`src/rtl/sample_queue_pkg.sv`:
```
package sample_queue_pkg;
  parameter int VAL_W  = 12;
  parameter int WORD_W = 16;
  parameter int DEPTH  = 4;
  localparam int LVL_W = $clog2(DEPTH + 1);
  localparam int PTR_W = $clog2(DEPTH);

  typedef struct packed {
    logic req_en;
    logic err_en;
    logic shift_en;
    logic q_en;
  } cfg_t;
endpackage

```
`src/rtl/sq_format.sv`:
```
module sq_format
  import sample_queue_pkg::*;
(
  input  logic [VAL_W-1:0]  val_i,
  input  logic              err_i,
  input  logic              shift_en_i,
  input  logic              err_en_i,
  output logic [WORD_W-1:0] word_o
);
  localparam int SHIFT = VAL_W - 8;
  always_comb begin
    word_o = '0;
    if (shift_en_i) word_o[7:0] = val_i[VAL_W-1:SHIFT];
    else            word_o[VAL_W-1:0] = val_i;
    word_o[WORD_W-1] = err_en_i & err_i;
  end
endmodule

```
`src/rtl/sq_store.sv`:
```
module sq_store
  import sample_queue_pkg::*;
(
  input  logic              clk_i,
  input  logic              rst_ni,
  input  logic              push_i,
  input  logic              pop_i,
  input  logic [WORD_W-1:0] wdata_i,
  output logic [WORD_W-1:0] rdata_o,
  output logic [LVL_W-1:0]  level_o,
  output logic              over_o,
  output logic              under_o,
  input  logic              clr_over_i,
  input  logic              clr_under_i
);
  logic [WORD_W-1:0] mem_q [DEPTH];
  logic [PTR_W-1:0]  wptr_q, rptr_q;
  logic [LVL_W-1:0]  cnt_q;
  logic full, empty, do_push, do_pop;

  assign full    = (cnt_q == LVL_W'(DEPTH));
  assign empty   = (cnt_q == '0);
  assign do_pop  = pop_i & ~empty;
  assign do_push = push_i & (~full | do_pop);
  assign rdata_o = empty ? '0 : mem_q[rptr_q];
  assign level_o = cnt_q;

  always_ff @(posedge clk_i or negedge rst_ni) begin
    if (!rst_ni) begin
      wptr_q <= '0; rptr_q <= '0; cnt_q <= '0;
      over_o <= 1'b0; under_o <= 1'b0;
    end else begin
      if (do_push) wptr_q <= wptr_q + 1'b1;
      if (do_pop)  rptr_q <= rptr_q + 1'b1;
      if (do_push & ~do_pop) cnt_q <= cnt_q + 1'b1;
      else if (do_pop & ~do_push) cnt_q <= cnt_q - 1'b1;
      if (push_i & ~do_push)     over_o <= 1'b1;
      else if (clr_over_i)       over_o <= 1'b0;
      if (pop_i & empty)         under_o <= 1'b1;
      else if (clr_under_i)      under_o <= 1'b0;
    end
  end

  always_ff @(posedge clk_i) begin
    if (do_push) mem_q[wptr_q] <= wdata_i;
  end

  assert_level_bound_R5: assert property (@(posedge clk_i) disable iff (!rst_ni)
    cnt_q <= LVL_W'(DEPTH));
  assert_full_push_R6: assert property (@(posedge clk_i) disable iff (!rst_ni)
    (full & push_i & ~pop_i) |=> over_o && $stable(cnt_q));
  assert_swap_full_R6: assert property (@(posedge clk_i) disable iff (!rst_ni)
    (full & push_i & pop_i & ~over_o & ~clr_over_i) |=> (cnt_q == LVL_W'(DEPTH)) && !over_o);
  assert_empty_pop_R7: assert property (@(posedge clk_i) disable iff (!rst_ni)
    (empty & pop_i) |=> under_o);
endmodule

```
`src/rtl/sq_irq.sv`:
```
module sq_irq
  import sample_queue_pkg::*;
(
  input  logic [LVL_W-1:0] level_i,
  input  logic [3:0]       thr_i,
  input  logic             req_en_i,
  input  logic             int_en_i,
  input  logic             int_force_i,
  output logic             raw_o,
  output logic             dreq_o,
  output logic             irq_o
);
  always_comb begin
    raw_o  = ({{(8-LVL_W){1'b0}}, level_i} >= {4'd0, thr_i});
    dreq_o = raw_o & req_en_i;
    irq_o  = (raw_o & int_en_i) | int_force_i;
  end
endmodule

```
`src/rtl/sample_queue.sv`:
```
module sample_queue
  import sample_queue_pkg::*;
(
  input  logic              clk_i,
  input  logic              rst_ni,
  input  logic              res_valid_i,
  input  logic [11:0]       res_val_i,
  input  logic              res_err_i,
  input  logic              cfg_we_i,
  input  logic [3:0]        cfg_wdata_i,
  input  logic              thr_we_i,
  input  logic [3:0]        thr_wdata_i,
  input  logic              int_we_i,
  input  logic [1:0]        int_wdata_i,
  input  logic              flag_clr_i,
  input  logic [1:0]        flag_clr_mask_i,
  input  logic              rd_i,
  output logic [15:0]       rd_data_o,
  output logic [2:0]        level_o,
  output logic              full_o,
  output logic              empty_o,
  output logic              over_o,
  output logic              under_o,
  output logic              dreq_o,
  output logic              irq_raw_o,
  output logic              irq_o
);
  cfg_t       cfg_q;
  logic [3:0] thr_q;
  logic       int_en_q, int_force_q;
  logic [WORD_W-1:0] fmt_word;
  logic [LVL_W-1:0]  lvl;

  always_ff @(posedge clk_i or negedge rst_ni) begin
    if (!rst_ni) begin
      cfg_q <= '0; thr_q <= '0; int_en_q <= 1'b0; int_force_q <= 1'b0;
    end else begin
      if (cfg_we_i) cfg_q <= cfg_t'(cfg_wdata_i);
      if (thr_we_i) thr_q <= thr_wdata_i;
      if (int_we_i) {int_force_q, int_en_q} <= int_wdata_i;
    end
  end

  sq_format u_fmt (
    .val_i(res_val_i), .err_i(res_err_i),
    .shift_en_i(cfg_q.shift_en), .err_en_i(cfg_q.err_en),
    .word_o(fmt_word));

  sq_store u_store (
    .clk_i, .rst_ni,
    .push_i(res_valid_i & cfg_q.q_en), .pop_i(rd_i),
    .wdata_i(fmt_word), .rdata_o(rd_data_o), .level_o(lvl),
    .over_o, .under_o,
    .clr_over_i(flag_clr_i & flag_clr_mask_i[1]),
    .clr_under_i(flag_clr_i & flag_clr_mask_i[0]));

  sq_irq u_irq (
    .level_i(lvl), .thr_i(thr_q), .req_en_i(cfg_q.req_en),
    .int_en_i(int_en_q), .int_force_i(int_force_q),
    .raw_o(irq_raw_o), .dreq_o, .irq_o);

  assign level_o = 3'(lvl);
  assign full_o  = (lvl == LVL_W'(DEPTH));
  assign empty_o = (lvl == '0);

  assert_q_disabled_R1: assert property (@(posedge clk_i) disable iff (!rst_ni)
    (!cfg_q.q_en & !rd_i) |=> $stable(level_o));
  assert_full_empty_R5: assert property (@(posedge clk_i) disable iff (!rst_ni)
    !(full_o && empty_o));
  assert_dreq_gate_R9: assert property (@(posedge clk_i) disable iff (!rst_ni)
    dreq_o |-> irq_raw_o);
  assert_force_R10: assert property (@(posedge clk_i) disable iff (!rst_ni)
    ($past(int_we_i) && $past(int_wdata_i[1])) |-> irq_o);
endmodule

```
`config.mk`:
```
export PLATFORM = sky130hd
export DESIGN_NAME = sample_queue
export DESIGN_NICKNAME = d
export VERILOG_FILES = /design/src/rtl/sample_queue_pkg.sv /design/src/rtl/sq_format.sv /design/src/rtl/sq_store.sv /design/src/rtl/sq_irq.sv /design/src/rtl/sample_queue.sv
export SDC_FILE = /design/constraint.sdc
export NUM_CORES = 1
export LEC_CHECK = 0
export BUFFER_PORTS_ARGS = -buffer_cell sky130_fd_sc_hd__buf_2
export CAP_MARGIN = 0
export CORE_UTILIZATION = 40
export DETAILED_ROUTE_END_ITERATION = 6
export REMOVE_ABC_BUFFERS = 1
export SLEW_MARGIN = 25
export SYNTH_ARGS = -nofsm -noshare
export SYNTH_HDL_FRONTEND = slang
export SYNTH_HIERARCHICAL = 1
export SYNTH_SLANG_ARGS = --single-unit
```
`constraint.sdc`:
```
create_clock -name clk_i -period 3 [get_ports clk_i]
set_input_delay 0.3 -clock clk_i [delete_from_list [all_inputs] [get_ports clk_i]]
set_output_delay 0.3 -clock clk_i [all_outputs]
set_load 0.1 [all_outputs]
```
======== After elaboration in Yosys (flattened, before gate mapping) ========
Memory sizes are Yosys's and may differ from the RTL's.
Cells that the tools add are included.
cells by class
  add/subtract/negate cells ............... 4
  magnitude comparators ................... 1
  equality and inequality tests ........... 1
  muxes and demuxes ....................... 11
  bitwise logic cells ..................... 18
  reduce and logical (&&, ||, !) cells .... 4
operators by type and width
  operator               number
  $mux W16               1
  $and A1 B1 Y1          12
  $mux W8                1
  $mux W1                6
  $mux W3                2
  $reduce_bool A2 Y1     3
  $add A2 B1 Y2 const B  2
  $ge A3 B4 Y1           1
  $mux W4                1
  $not A1 Y1             4
  $add A3 B1 Y3 const B  1
  $eq A3 B3 Y1 const B   1
  $logic_not A3 Y1       1
  $sub A3 B1 Y3 const B  1
  $or A1 B1 Y1           2
word-level totals
  bits in registers ....................... 19
  memory bits (writable) .................. 52
  output and inout port bits .............. 26
  logic and storage cells ................. 52
  memories kept ........................... 1
memories
  memory         depth  bits a word  rd ports  clocked after memory_dff  wr ports  RTL line        text
  u_store.mem_q  4      13           1         0                         1         sq_store.sv:16  logic [WORD_W-1:0] mem_q [DEPTH];

======== Longest topological paths before layout ========
  depth in word-level cells ............... 9
  depth in mapped cells ................... 9
  depth with buffers taken out ............ 8

======== By module ========
Netlist, hierarchy kept.
by module, submodules not included
  module        instances  cells an instance  area each (µm²)
  sq_store      1          145                2994.1
  sample_queue  1          25                 394.1
  sq_format     1          18                 191.4
  sq_irq        1          14                 108.9

======== Least setup slack after synthesis ========
Ideal clock, no wire load.
  path type ............................... reg2out
  start point ............................. reg u_store.cnt_q[0], in the netlist u_store/level_o[0]
  end point ............................... out dreq_o
  data arrival time ....................... 4.788 ns
  data required time ...................... 2.700 ns
  slack ................................... -2.088 ns
  cell stages (with the launch flop) ...... 6
  cells stage by stage .................... dfrtp_1 -> inv_1 -> ha_1 -> nand2b_1 -> a211oi_2 -> nor4b_1
between the ends
  longest elaborated chain between the ends .. 2
ends and longest elaborated chain
  what                    RTL line            text
  from (decl)             sq_store.sv:18      logic [LVL_W-1:0] cnt_q;
  from (signal assigned)  sq_store.sv:35      if (do_push & ~do_pop) cnt_q <= cnt_q + 1'b1;
  from (signal assigned)  sq_store.sv:36      else if (do_pop & ~do_push) cnt_q <= cnt_q - 1'b1;
  $ge A3 B4 Y1            sq_irq.sv:14        raw_o = ({{(8-LVL_W){1'b0}}, level_i} >= {4'd0, thr_i});
  $and A1 B1 Y1           sq_irq.sv:15        dreq_o = raw_o & req_en_i;
  to (decl)               sample_queue.sv:24  output logic dreq_o,
Every way passes these cells.

======== Worst setup path after layout ========
Same ends and word-level chain as after synthesis.

==> flow_summary_export.csv <==
group,metric,value,unit
worst_setup_path,ff2ff_setup_slack,0.73,ns
logic_synthesis,syn_avg_cell_area,18.3,µm²
hold_path,hold_path_depth,2,
logic_synthesis,muxShareOfSynthArea,16.5,%
worst_setup_path,cp-start-kind,"register",
logic_synthesis,ys_warn_count,6,
outcome,status,"finished with violations",
final_layout,multi_input_area,1180,µm²
logic_synthesis,syn_area,3690,µm²
routing,wl_per_cell,16.0,µm
worst_setup_path,path_cells,"inv_1 -> ha_1 -> nand2b_1 -> a211oi_2 -> nor4b_1 -> buf_2",
logic_synthesis,yosys.area_share.simple,9.19,%
sta,skew,0.0151,ns
placement,gp_congestion,0.737,
sta,setup_viol,0,
floorplanning,rows,34,
final_layout,fin_util,48.7,%
final_layout,area_growth,16.4,%
final_layout,seqCellArea,2400,µm²
global_routing,grt_max_degree,20,
clock_network,clkTransAtPathRegs,0.09,ns
sta,final.period_utilization,86.0,%
global_routing,grt_remaining_overflow,0,
outcome,violations,"design-rule violations",
worst_setup_path,crit_slowest_cell,"dfrtp_1",
clock_network,cts_buffers,9,
worst_setup_path,reg2reg_from,"u_store/level_o[2]",
logic_synthesis,synthAdderAreaFrac,3.26,%
hold_path,hold_end,"cfg_q[0]",
sta,period_needed,2.58,ns
sta,slew_headroom,52.9,%
worst_setup_path,end_kind,"output pin",
logic_synthesis,yosysSeqAreaShare,65.0,%
logic_synthesis,synthCells,202,
final_layout,nets,313,
floorplanning,start_util,41.9,%
clock_network,htreeDepth,3,
global_routing,antenna_found_initial,0,
floorplanning,die-area,9610,µm²
worst_setup_path,worstPathRequired,2.70,ns
placement,place_hpwl,4040,µm
clock_network,cts_tree,"built",
global_routing,first_global_vias,1985,
hold_path,min-delay-path-class,"primary input to register",
routing,vias,1857,
final_layout,diodes,0,
sta,rsz0062_at_grt,"false",
floorplanning,die_h,98.0,µm
hold_path,hold_start,"cfg_wdata_i[0]",
final_layout,drive_gt1_share,44.2,%
floorplanning,die_w,98.0,µm
worst_setup_path,path_class,"register to output pin",
routing,drtPass1Iterations,6,
final_layout,fillerInstances,752,
logic_synthesis,synth_compound_area_share,1.05,%
routing,ant_nets,0,
sta,timing.fmax,388,MHz
global_routing,grt_usage,14.4,%
worst_setup_path,cp.arrival,2.28,ns
sta,slew_violations,0,
clock_network,clock_sinks,83,
worst_setup_path,cp_top_family,"buffers and inverters",
clock_network,clockBufferDepth,2,
clock_network,clk_latency,0.35,ns
routing,wirelength,6150,µm
routing,drc_errors,4,
floorplanning,num_io_pins,59,
logic_synthesis,synth_xor_area_share,1.42,%
routing,viasPerCell,4.84,
logic_synthesis,synth_cell_type_count,33,
routing,drt_iter0_drc,57,
worst_setup_path,r2r-end,"u_store/level_o[2]",
worst_setup_path,slowest_delay,0.57,ns
worst_setup_path,reg2regPathDepth,8,
worst_setup_path,crit_buf_inv,2,
logic_synthesis,synth_top_family_by_area,"multiplexers",
placement,io_buffers,58,
worst_setup_path,critPathMaxFanout,8,
job,cap_violations,0,
logic_synthesis,ys_ff_latch,83,
global_routing,grt_first_pass_wirelength,10200,µm
clock_network,clockRootBuffer,"clkbuf_8",
sta,hold_viol_final,0,
sta,tightestPinTransition,0.706,ns
clock_network,cts_setup_buffers,0,
floorplanning,core_area,8810,µm²
==> registers in the layout, indices dropped and copies added (netlist names) <==
| signal | cells |
|---|---|
| u_store/rptr_q | 2 |
| u_store/mem_q | 64 |
| u_store/over_o | 1 |
| u_store/under_o | 1 |
| u_store/level_o | 3 |
| cfg_q | 4 |
| thr_q | 4 |
| u_store/wptr_q | 2 |
| int_en_q | 1 |
| int_force_q | 1 |
==> metrics by stage <==
step / setup TNS, ns / hold slack [ns] / instance area [µm²] / std cells / setup WS [ns]
global route: 0 / 0.152 / 4290 / 384 / 0.268
detailed placement: 0 / 0.277 / 4100 / 367 / 0.743
CTS: 0 / 0.149 / 4290 / 384 / 0.359
global placement: 0 / 0.280 / 4100 / 367 / 0.840
floorplan: -8.23 / 0.00441 / 3600 / 194 / -2.09
finish: 0 / 0.165 / 4290 / 384 / 0.421
==> kinds of logic after synthesis <==
| logic type | Yosys count |
|---|---|
| xor gates and xnor gates | 6 |
| buffers and inverters | 20 |
| DFF | 83 |
| muxes | 36 |
| other | 1 |
| and+or+nand+nor | 43 |
| adders and majority gates | 9 |
| AOI/OAI and AO/OA | 4 |
==> cells in the mapped netlist (all sizes together) <==
| cell type | count | share of area, % |
|---|---|---|
| xnor2 | 3 | 0.71 |
| dfrtp | 19 | 13 |
| conb | 1 | 0.10 |
| nor4b | 2 | 0.64 |
| edfxtp | 64 | 52 |
| buf | 10 | 2.5 |
| o21ai | 2 | 0.27 |
| and2b | 5 | 1.2 |
| xor2 | 3 | 0.71 |
| nand2b | 2 | 0.34 |
| nor3 | 3 | 0.54 |
| mux2 | 20 | 6.7 |
| mux4 | 16 | 9.8 |
| o41ai | 1 | 0.44 |
| inv | 10 | 1.0 |
| ha | 8 | 2.7 |
| a211oi | 1 | 0.34 |
| nor2b | 16 | 4.3 |
| nand2 | 3 | 0.31 |
| nor2 | 3 | 0.31 |
| fa | 1 | 0.54 |
| nor3b | 1 | 0.20 |
| and2 | 8 | 1.4 |
==> area by class of cell <==
type / instances / area share [%]
timing repair buffer: 66 / 8.51
clock buffer: 9 / 2.89
tap: 108 / 3.15
sequential: 83 / 55.8
clock inverter: 7 / 1.34
multi-input combinational: 101 / 27.4
inverter: 10 / 0.874
==> layer usage <==
| layer | vias up | global-route usage (%) | part of all wire [%] | routed length [µm] |
|---|---|---|---|---|
| met3 | 4 | 4.87 | 4.5 | 278 |
| li1 | 881 | - | - | - |
| met2 | 51 | 23.0 | 49 | 2990 |
| met1 | 921 | 19.1 | 46 | 2840 |
| met4 | 0 | 3.50 | 0.75 | 46 |
| met5 | - | 0 | 0 | 0 |
==> cell usage in the layout, fill, tap and decap left out, drive strengths merged <==
cell type | netlist | final
mux4 | 16 | 16
dlygate4sd3 | 0 | 1
edfxtp | 64 | 64
dfrtp | 19 | 19
xor2 | 3 | 3
clkinvlp | 0 | 2
mux2 | 20 | 20
ha | 8 | 8
clkinv | 0 | 1
nor2b | 16 | 16
clkbuf | 0 | 9
and2 | 8 | 8
conb | 1 | 3
and2b | 5 | 5
nand2 | 3 | 3
buf | 10 | 65
nor3 | 3 | 3
inv | 10 | 14
nand2b | 2 | 2
nor4b | 2 | 2
a211oi | 1 | 1
nor2 | 3 | 3
o21ai | 2 | 2
fa | 1 | 1
xnor2 | 3 | 3
o41ai | 1 | 1
nor3b | 1 | 1
==> what timing repair did <==
| action | 4_1_cts | 5_1_grt |
|---|---|---|
| resized for setup | 0 | 0 |
| hold endpoints to repair | 19 | 0 |
| hold buffers | 1 | 0 |
==> worst max path at each step <==
stage | cells after the start | from | endpoint
6_report | 6 | u_store/level_o[0] | dreq_o
5_1_grt | 6 | u_store/level_o[0] | dreq_o
4_1_cts | 6 | u_store/level_o[0] | dreq_o
3_5_place_dp | 8 | u_store/level_o[2] | u_store/level_o[2]
3_3_place_gp | 8 | u_store/level_o[2] | u_store/level_o[2]
2_1_floorplan | 5 | u_store/level_o[0] | dreq_o
Power is not shown: default switching activity piles up to over one toggle a cycle in this logic, so the estimate is an artifact.
